`config.mk`:
```
export PLATFORM = sky130hd
export DESIGN_NAME = uart_regfile
export DESIGN_NICKNAME = d
export VERILOG_FILES = /design/src/rtl/uart_reg_pkg.sv /design/src/rtl/uart_reg_decode.sv /design/src/rtl/uart_line_status.sv /design/src/rtl/uart_pulse_reg.sv /design/src/rtl/uart_regfile.sv
export SDC_FILE = /design/constraint.sdc
export NUM_CORES = 1
export LEC_CHECK = 0
export BUFFER_PORTS_ARGS = -buffer_cell sky130_fd_sc_hd__buf_2
export CAP_MARGIN = 20
export CORE_ASPECT_RATIO = 0.75
export CORE_MARGIN = 2
export CORE_UTILIZATION = 46
export CTS_CLUSTER_DIAMETER = 120
export DETAILED_ROUTE_END_ITERATION = 8
export PLACE_DENSITY_LB_ADDON = 0.05
export SLEW_MARGIN = 20
export SYNTH_ARGS = -nofsm -noshare
export SYNTH_HDL_FRONTEND = slang
export SYNTH_SLANG_ARGS = --single-unit
```
`constraint.sdc`:
```
create_clock -name clk -period 1.5 [get_ports clk]
set_input_delay 0.15 -clock clk [delete_from_list [all_inputs] [get_ports clk]]
set_output_delay 0.15 -clock clk [all_outputs]
set_load 0.1 [all_outputs]
```
`src/rtl/uart_reg_pkg.sv`:
```
package uart_reg_pkg;
  localparam int DATA_W = 8;
  localparam int ADDR_W = 3;
  localparam int NREG   = 1 << ADDR_W;
  localparam int IEN_W  = 4;
  localparam int MCTL_W = 5;
  localparam int CODE_W = 4;
  localparam int DIV_W  = 2 * DATA_W;
  localparam int NPULSE = 6;

  localparam logic [ADDR_W-1:0] OFS_DATA  = 3'd0;
  localparam logic [ADDR_W-1:0] OFS_IEN   = 3'd1;
  localparam logic [ADDR_W-1:0] OFS_IDFC  = 3'd2;
  localparam logic [ADDR_W-1:0] OFS_FMT   = 3'd3;
  localparam logic [ADDR_W-1:0] OFS_MCTL  = 3'd4;
  localparam logic [ADDR_W-1:0] OFS_LSTAT = 3'd5;
  localparam logic [ADDR_W-1:0] OFS_MSTAT = 3'd6;
  localparam logic [ADDR_W-1:0] OFS_SCR   = 3'd7;

  localparam int FMT_DIVSEL = 7;

  // pulse vector slots
  localparam int P_TXLD  = 0;
  localparam int P_RXPOP = 1;
  localparam int P_IDRD  = 2;
  localparam int P_MSRD  = 3;
  localparam int P_RXRST = 4;
  localparam int P_TXRST = 5;

  typedef struct packed {
    logic divsel;
    logic brk;
    logic stick;
    logic even;
    logic par;
    logic stop2;
    logic [1:0] wlen;
  } fmt_t;

  function automatic logic sticky_next(logic cur, logic set, logic clr);
    return set | (cur & ~clr);
  endfunction

  function automatic logic [DATA_W-1:0] lstat_pack(logic rdy, logic ovr, logic par,
                                                   logic frm, logic thr);
    return {2'b00, thr, 1'b0, frm, par, ovr, rdy};
  endfunction

  function automatic logic [DATA_W-1:0] idfc_pack(logic fen, logic [CODE_W-1:0] code);
    return {fen, fen, 2'b00, code};
  endfunction

  function automatic logic div_nonzero(logic [DIV_W-1:0] d);
    return |d;
  endfunction
endpackage

```
`src/rtl/uart_reg_decode.sv`:
```
module uart_reg_decode
  import uart_reg_pkg::*;
(
  input  logic [ADDR_W-1:0] addr,
  input  logic              wr_en,
  input  logic              rd_en,
  input  logic              divsel,
  output logic [NREG-1:0]   wr_hit,
  output logic [NREG-1:0]   rd_hit,
  output logic              wr_div_lo,
  output logic              wr_div_hi,
  output logic              rd_div_lo,
  output logic              rd_div_hi
);
  for (genvar i = 0; i < NREG; i++) begin : g_dec
    localparam logic [ADDR_W-1:0] OFS = ADDR_W'(i);
    if (i < 2) begin : g_shared
      assign wr_hit[i] = wr_en && (addr == OFS) && !divsel;
      assign rd_hit[i] = rd_en && (addr == OFS) && !divsel;
    end else begin : g_plain
      assign wr_hit[i] = wr_en && (addr == OFS);
      assign rd_hit[i] = rd_en && (addr == OFS);
    end
  end

  assign wr_div_lo = wr_en && (addr == OFS_DATA) && divsel;
  assign wr_div_hi = wr_en && (addr == OFS_IEN)  && divsel;
  assign rd_div_lo = rd_en && (addr == OFS_DATA) && divsel;
  assign rd_div_hi = rd_en && (addr == OFS_IEN)  && divsel;
endmodule

```
`src/rtl/uart_line_status.sv`:
```
module uart_line_status
  import uart_reg_pkg::*;
(
  input  logic              clk,
  input  logic              rst_n,
  input  logic              rx_ready,
  input  logic              ovr_evt,
  input  logic              par_evt,
  input  logic              frm_evt,
  input  logic              stat_rd,
  input  logic              thr_load,
  input  logic              thr_taken,
  output logic [DATA_W-1:0] line_stat
);
  logic ovr_q, par_q, frm_q, thr_q;

  always_ff @(posedge clk or negedge rst_n) begin
    if (!rst_n) begin
      ovr_q <= 1'b0;
      par_q <= 1'b0;
      frm_q <= 1'b0;
      thr_q <= 1'b1;
    end else begin
      ovr_q <= sticky_next(ovr_q, ovr_evt, stat_rd);
      par_q <= sticky_next(par_q, par_evt, stat_rd);
      frm_q <= sticky_next(frm_q, frm_evt, stat_rd);
      if (thr_load)       thr_q <= 1'b0;
      else if (thr_taken) thr_q <= 1'b1;
    end
  end

  assign line_stat = lstat_pack(rx_ready, ovr_q, par_q, frm_q, thr_q);
endmodule

```
`src/rtl/uart_pulse_reg.sv`:
```
module uart_pulse_reg #(
  parameter int W = 4
) (
  input  logic         clk,
  input  logic         rst_n,
  input  logic [W-1:0] d,
  output logic [W-1:0] q
);
  for (genvar i = 0; i < W; i++) begin : g_bit
    always_ff @(posedge clk or negedge rst_n) begin
      if (!rst_n) q[i] <= 1'b0;
      else        q[i] <= d[i];
    end
  end
endmodule

```
`src/rtl/uart_regfile.sv`:
```
module uart_regfile
  import uart_reg_pkg::*;
(
  input  logic              clk,
  input  logic              rst_n,
  input  logic [2:0]        addr,
  input  logic              wr_en,
  input  logic              rd_en,
  input  logic [7:0]        wdata,
  output logic [7:0]        rdata,
  output logic              tx_load,
  output logic [7:0]        tx_data,
  input  logic              tx_taken,
  input  logic [7:0]        rx_data,
  input  logic              rx_ready,
  output logic              rx_pop,
  input  logic              ovr_evt,
  input  logic              par_evt,
  input  logic              frm_evt,
  input  logic [3:0]        int_code,
  output logic              int_id_rd,
  input  logic [7:0]        modem_in,
  output logic              msr_rd,
  output logic [3:0]        irq_enable,
  output logic [1:0]        word_len,
  output logic              two_stop,
  output logic              parity_en,
  output logic              parity_even,
  output logic              parity_stick,
  output logic              break_ctl,
  output logic              dtr,
  output logic              rts,
  output logic              out1,
  output logic              irq_out_en,
  output logic              loopback,
  output logic [15:0]       divisor,
  output logic              baud_run,
  output logic              fifo_en,
  output logic [1:0]        rx_trigger,
  output logic              rx_fifo_rst,
  output logic              tx_fifo_rst
);
  fmt_t              fmt_q;
  logic [MCTL_W-1:0] mctl_q;
  logic [IEN_W-1:0]  ien_q;
  logic [DATA_W-1:0] scr_q, div_lo_q, div_hi_q, txd_q;
  logic              fen_q;
  logic [1:0]        trig_q;

  logic [NREG-1:0]   wr_hit, rd_hit;
  logic              wr_div_lo, wr_div_hi, rd_div_lo, rd_div_hi;
  logic [DATA_W-1:0] line_stat;
  logic [NPULSE-1:0] pulse_d, pulse_q;

  uart_reg_decode u_dec (
    .addr      (addr),
    .wr_en     (wr_en),
    .rd_en     (rd_en),
    .divsel    (fmt_q.divsel),
    .wr_hit    (wr_hit),
    .rd_hit    (rd_hit),
    .wr_div_lo (wr_div_lo),
    .wr_div_hi (wr_div_hi),
    .rd_div_lo (rd_div_lo),
    .rd_div_hi (rd_div_hi)
  );

  // Storage registers
  always_ff @(posedge clk or negedge rst_n) begin
    if (!rst_n) begin
      fmt_q    <= '0;
      mctl_q   <= '0;
      ien_q    <= '0;
      scr_q    <= '0;
      div_lo_q <= '0;
      div_hi_q <= '0;
      txd_q    <= '0;
      fen_q    <= 1'b0;
      trig_q   <= '0;
    end else begin
      if (wr_hit[OFS_DATA])  txd_q    <= wdata;
      if (wr_hit[OFS_IEN])   ien_q    <= wdata[IEN_W-1:0];
      if (wr_hit[OFS_FMT])   fmt_q    <= fmt_t'(wdata);
      if (wr_hit[OFS_MCTL])  mctl_q   <= wdata[MCTL_W-1:0];
      if (wr_hit[OFS_SCR])   scr_q    <= wdata;
      if (wr_div_lo)         div_lo_q <= wdata;
      if (wr_div_hi)         div_hi_q <= wdata;
      if (wr_hit[OFS_IDFC]) begin
        fen_q  <= wdata[0];
        trig_q <= wdata[7:6];
      end
    end
  end

  uart_line_status u_lstat (
    .clk       (clk),
    .rst_n     (rst_n),
    .rx_ready  (rx_ready),
    .ovr_evt   (ovr_evt),
    .par_evt   (par_evt),
    .frm_evt   (frm_evt),
    .stat_rd   (rd_hit[OFS_LSTAT]),
    .thr_load  (wr_hit[OFS_DATA]),
    .thr_taken (tx_taken),
    .line_stat (line_stat)
  );

  // Side-effect strobes, registered one cycle after the access
  always_comb begin
    pulse_d          = '0;
    pulse_d[P_TXLD]  = wr_hit[OFS_DATA];
    pulse_d[P_RXPOP] = rd_hit[OFS_DATA];
    pulse_d[P_IDRD]  = rd_hit[OFS_IDFC];
    pulse_d[P_MSRD]  = rd_hit[OFS_MSTAT];
    pulse_d[P_RXRST] = wr_hit[OFS_IDFC] & wdata[1];
    pulse_d[P_TXRST] = wr_hit[OFS_IDFC] & wdata[2];
  end

  uart_pulse_reg #(.W(NPULSE)) u_pulse (
    .clk   (clk),
    .rst_n (rst_n),
    .d     (pulse_d),
    .q     (pulse_q)
  );

  // Read mux
  always_comb begin
    rdata = '0;
    if (rd_en) begin
      unique case (addr)
        OFS_DATA:  rdata = rd_div_lo ? div_lo_q : rx_data;
        OFS_IEN:   rdata = rd_div_hi ? div_hi_q : {{(DATA_W-IEN_W){1'b0}}, ien_q};
        OFS_IDFC:  rdata = idfc_pack(fen_q, int_code);
        OFS_FMT:   rdata = fmt_q;
        OFS_MCTL:  rdata = {{(DATA_W-MCTL_W){1'b0}}, mctl_q};
        OFS_LSTAT: rdata = line_stat;
        OFS_MSTAT: rdata = modem_in;
        OFS_SCR:   rdata = scr_q;
        default:   rdata = '0;
      endcase
    end
  end

  logic unused_hits;
  assign unused_hits = ^{wr_hit[OFS_LSTAT], wr_hit[OFS_MSTAT], rd_hit[OFS_IEN],
                         rd_hit[OFS_FMT], rd_hit[OFS_MCTL], rd_hit[OFS_SCR]};

  assign tx_load      = pulse_q[P_TXLD];
  assign rx_pop       = pulse_q[P_RXPOP];
  assign int_id_rd    = pulse_q[P_IDRD];
  assign msr_rd       = pulse_q[P_MSRD];
  assign rx_fifo_rst  = pulse_q[P_RXRST];
  assign tx_fifo_rst  = pulse_q[P_TXRST];
  assign tx_data      = txd_q;
  assign irq_enable   = ien_q;
  assign word_len     = fmt_q.wlen;
  assign two_stop     = fmt_q.stop2;
  assign parity_en    = fmt_q.par;
  assign parity_even  = fmt_q.even;
  assign parity_stick = fmt_q.stick;
  assign break_ctl    = fmt_q.brk;
  assign dtr          = mctl_q[0];
  assign rts          = mctl_q[1];
  assign out1         = mctl_q[2];
  assign irq_out_en   = mctl_q[3];
  assign loopback     = mctl_q[4];
  assign divisor      = {div_hi_q, div_lo_q};
  assign baud_run     = div_nonzero(divisor);
  assign fifo_en      = fen_q;
  assign rx_trigger   = trig_q;
endmodule

```
==> impl_metrics.env <==
export IMPL_yosysTopAreaCellShare_pct=50.7
export IMPL_violations="negative setup slack"
export IMPL_initial_utilization_pct=47.7
export IMPL_ant_nets=0
export IMPL_total_iterations_of_the_first_detailed_routing_run=4
export IMPL_setup_ws_ns=-0.470
export IMPL_initial_antenna_violation_count=0
export IMPL_synth_sequential_area_ratio_pct=51.5
export IMPL_outcome="finished with violations"
export IMPL_final_instance_count_excl_fill=475
export IMPL_design_core_area_sq_um=6320
export IMPL_post_synth_top_area_cell="sky130_fd_sc_hd__dfrtp_1"
export IMPL_first_global_vias=2551
export IMPL_power_net_switching_mw=4.21
export IMPL_synth_seq_cells=62
export IMPL_minimum_clock_period_ns=1.97
export IMPL_pwr_share_comb_pct=51.7
export IMPL_net_sw_share_pct=50.5
export IMPL_clock_skew_final_ns=0.00454
export IMPL_cts_made_buffers=9
export IMPL_synth_cell_area_sq_um=3010
export IMPL_y_dimension_of_the_die_um=74.1
export IMPL_tightestPinTransition_ns=0.498
export IMPL_avgRoutedWirePerCell_um=19.0
export IMPL_area_growth_synth_to_final_pct=58.6
export IMPL_n_fill_cell=452
export IMPL_syn_inst=242
export IMPL_cp_end_kind="output port"
export IMPL_drive_gt1_share_pct=74.9
export IMPL_route_detailed_vias_per_inst=5.31
export IMPL_final_min_period_over_clock_period_pct=131
export IMPL_timing_critical_path_arrival_ns=1.82
export IMPL_remaining_design_rule_violation_count=0
export IMPL_grt_pass1_wl_um=14000
export IMPL_syn_mean_instance_area_sq_um=12.4
export IMPL_grt_total_usage_pct=25.8
export IMPL_cap_violations=0
export IMPL_grt_overflow=0
export IMPL_port_buffers=97
export IMPL_clock_root_buffer="sky130_fd_sc_hd__clkbuf_8"
export IMPL_crit_type="register to output port"
export IMPL_timing_hold_ws_ns=0.124
export IMPL_min_path_type="input pin to register"
export IMPL_timing_critical_path_cells="nand2_2, buf_6, mux2_4, a32oi_2, a41oi_4, buf_12"
export IMPL_io_pins=98
export IMPL_final_hold_violation_count=0
export IMPL_power_static_leakage_nw=2.20
export IMPL_finalWirelength_um=9040
export IMPL_internal_power_mw=4.12
export IMPL_finalMaxSlewViolations=0
export IMPL_cts_tree="yes"
export IMPL_ys_top_cells_by_area="sky130_fd_sc_hd__dfrtp_1 51%, sky130_fd_sc_hd__mux2_2 22%, sky130_fd_sc_hd__mux2_4 4.0%"
export IMPL_cts_clock_pin_slew_for_the_worst_setup_and_hold_paths_ns=0.07
export IMPL_finalSetupTns_ns=-5.25
export IMPL_slowest_stage_cell_on_the_critical_path="sky130_fd_sc_hd__dfrtp_1"
export IMPL_ys_types=38
export IMPL_fmax_ghz=0.508
export IMPL_detailedRoute_firstIterationViolations=79
export IMPL_power_per_cell_area_nw_per_um2=1740
export IMPL_die_area_sq_um=7220
export IMPL_dpl_wire_length_um=6420
export IMPL_cp_required_ns=1.35
export IMPL_detailroute_via_count=2523
export IMPL_worstSkewPairLatency_ns=0.35
export IMPL_most_common_layout_cells="88 x sky130_fd_sc_hd__buf_2, 42 x sky130_fd_sc_hd__mux2_2, 36 x sky130_fd_sc_hd__buf_4"
export IMPL_rows=25
export IMPL_setup_violations=17
export IMPL_die_w_um=97.5
export IMPL_design_final_nets=429
export IMPL_max_slew_margin_pct=67.1
export IMPL_placement_setup_worst_slack_ns=-0.239
export IMPL_htree_num_levels=3
export IMPL_clock_power_share_pct=18.0
export IMPL_seq_power_share_pct=30.2
export IMPL_place_inst=453
export IMPL_cts_sinks=62
export IMPL_grt_start_max_net_pins=63
export IMPL_design_power_total_mw=8.32
export IMPL_worst_vdd_rail_ir_drop_mv=1.22
export IMPL_unrepaired_setup_endpoints_after_global_routing="true"
export IMPL_synth_nets=282
export IMPL_critical_path_max_stage_delay_ns=0.40
export IMPL_antenna_diode_count=0
export IMPL_fin_area_sq_um=4780
export IMPL_layout_cells_most_common="sky130_fd_sc_hd__buf_2"
export IMPL_critPathLaunchType="register"
export IMPL_postPlaceCellArea_sq_um=4290
export IMPL_critical_path_peak_fanout=3
export IMPL_clockBufferDepth=2
export IMPL_gpl_final_weighted_congestion=0.836
export IMPL_layout_core_utilization_pct=75.6
export IMPL_yosysWarningCount=0
-- layout make-up --
type	instances	area, sq um	area share [%]
Multi-Input combinational cell	164	1730	36.2
Clock inverter	6	61.3	1.28
Timing Repair Buffer	150	1100	23.0
Tap cell	81	101	2.12
Sequential cell	62	1640	34.4
Inverter	2	7.51	0.157
Clock buffer	10	138	2.88
-- routing by layer --
layer / global-route usage, % / routed length [um] / vias to the layer above / share of wire, %
li1: - / - / 1180 / -
met2: 41.8 / 4330 / 68 / 48
met3: 6.95 / 466 / 5 / 5.2
met1: 34.8 / 4180 / 1270 / 46
met4: 7.72 / 69 / 0 / 0.76
met5: 0 / 0 / - / 0
-- power by group through the flow --
stage / clock (mW) / combinational [mW] / sequential [mW]
after floorplan: 0 / 0.986 / 4.73
after global placement: 0 / 4.02 / 2.47
after detailed placement: 0 / 4.06 / 2.48
after CTS: 1.53 / 4.23 / 2.50
after global routing: 1.60 / 4.44 / 2.57
final: 1.50 / 4.31 / 2.52
-- synth_stat cells --
master and number:
sky130_fd_sc_hd__dfrtp_1 61, sky130_fd_sc_hd__mux2_2 60, sky130_fd_sc_hd__nand2_1 16, sky130_fd_sc_hd__o21ai_0 11, sky130_fd_sc_hd__nor2_1 9, sky130_fd_sc_hd__clkbuf_1 8, sky130_fd_sc_hd__mux2_4 8, sky130_fd_sc_hd__and3_1 6
sky130_fd_sc_hd__a21o_1 5, sky130_fd_sc_hd__mux2i_1 5, sky130_fd_sc_hd__a21oi_1 4, sky130_fd_sc_hd__buf_2 4, sky130_fd_sc_hd__nor4_1 4, sky130_fd_sc_hd__a31oi_1 3, sky130_fd_sc_hd__a32oi_1 3, sky130_fd_sc_hd__nor3b_1 3
sky130_fd_sc_hd__a22o_1 2, sky130_fd_sc_hd__a41oi_1 2, sky130_fd_sc_hd__and2_1 2, sky130_fd_sc_hd__buf_6 2, sky130_fd_sc_hd__inv_1 2, sky130_fd_sc_hd__nand2b_1 2, sky130_fd_sc_hd__nand3_1 2, sky130_fd_sc_hd__nand3b_1 2
sky130_fd_sc_hd__nor2b_1 2, sky130_fd_sc_hd__o2bb2ai_1 2, sky130_fd_sc_hd__a211o_1 1, sky130_fd_sc_hd__a211oi_1 1, sky130_fd_sc_hd__a222oi_1 1, sky130_fd_sc_hd__a22oi_1 1, sky130_fd_sc_hd__a31o_2 1, sky130_fd_sc_hd__dfstp_2 1
sky130_fd_sc_hd__nand4_1 1, sky130_fd_sc_hd__nor2_2 1, sky130_fd_sc_hd__nor3_1 1, sky130_fd_sc_hd__o21bai_1 1, sky130_fd_sc_hd__or3_1 1, sky130_fd_sc_hd__or3b_1 1
-- flip-flops by register name (all words and copies together) (netlist names) --
name,flops
break_ctl,1
div_hi_q,8
div_lo_q,8
fifo_en,1
fmt_q,1
irq_enable,4
mctl_q,5
parity_en,1
parity_even,1
parity_stick,1
rx_trigger,2
scr_q,8
two_stop,1
tx_data,8
u_lstat.frm_q,1
u_lstat.ovr_q,1
u_lstat.par_q,1
u_lstat.thr_q,1
u_pulse.q,6
word_len,2
-- critical path, delay by kind of cell (launching register included) --
kind	cells	cell delay, ns
compound gates	2	0.36
buf+inv	2	0.31
flops	1	0.40
mux	1	0.30
simple gates	1	0.09
-- path summary, 6_finish.rpt --
kind | from | to | slack [ns] | cells past startpoint
setup reg to reg | fmt_q[7] | tx_data[7] | -0.25 | 6
min in group asynchronous | rst_n | parity_stick | 0.33 | 3
hold / removal | wdata[6] | tx_data[6] | 0.12 | 2
max in group asynchronous | rst_n | div_lo_q[7] | 0.85 | 3
hold reg to reg | u_lstat.ovr_q | u_lstat.ovr_q | 0.48 | 1
setup / recovery | fmt_q[7] | rdata[1] | -0.47 | 6
-- logic make-up (layout without fill, tap and decap cells) --
| family | count (synthesis) | in the layout | synth area share (%) |
|---|---|---|---|
| flops | 62 | 62 | 51.5 |
| mux | 73 | 73 | 28.1 |
| simple gates | 53 | 53 | 9.09 |
| buf+inv | 16 | 168 | 2.66 |
| compound gates | 38 | 38 | 8.64 |
-- what timing repair did --
item                                    CTS  global route
pin swaps                                11             8
resized for setup                        40            15
setup buffers                             3             3
hold buffers                              5             0
endpoints found under the setup margin   17            33
endpoints found under the hold margin    65             0
Power figures use the tool's default switching activity.
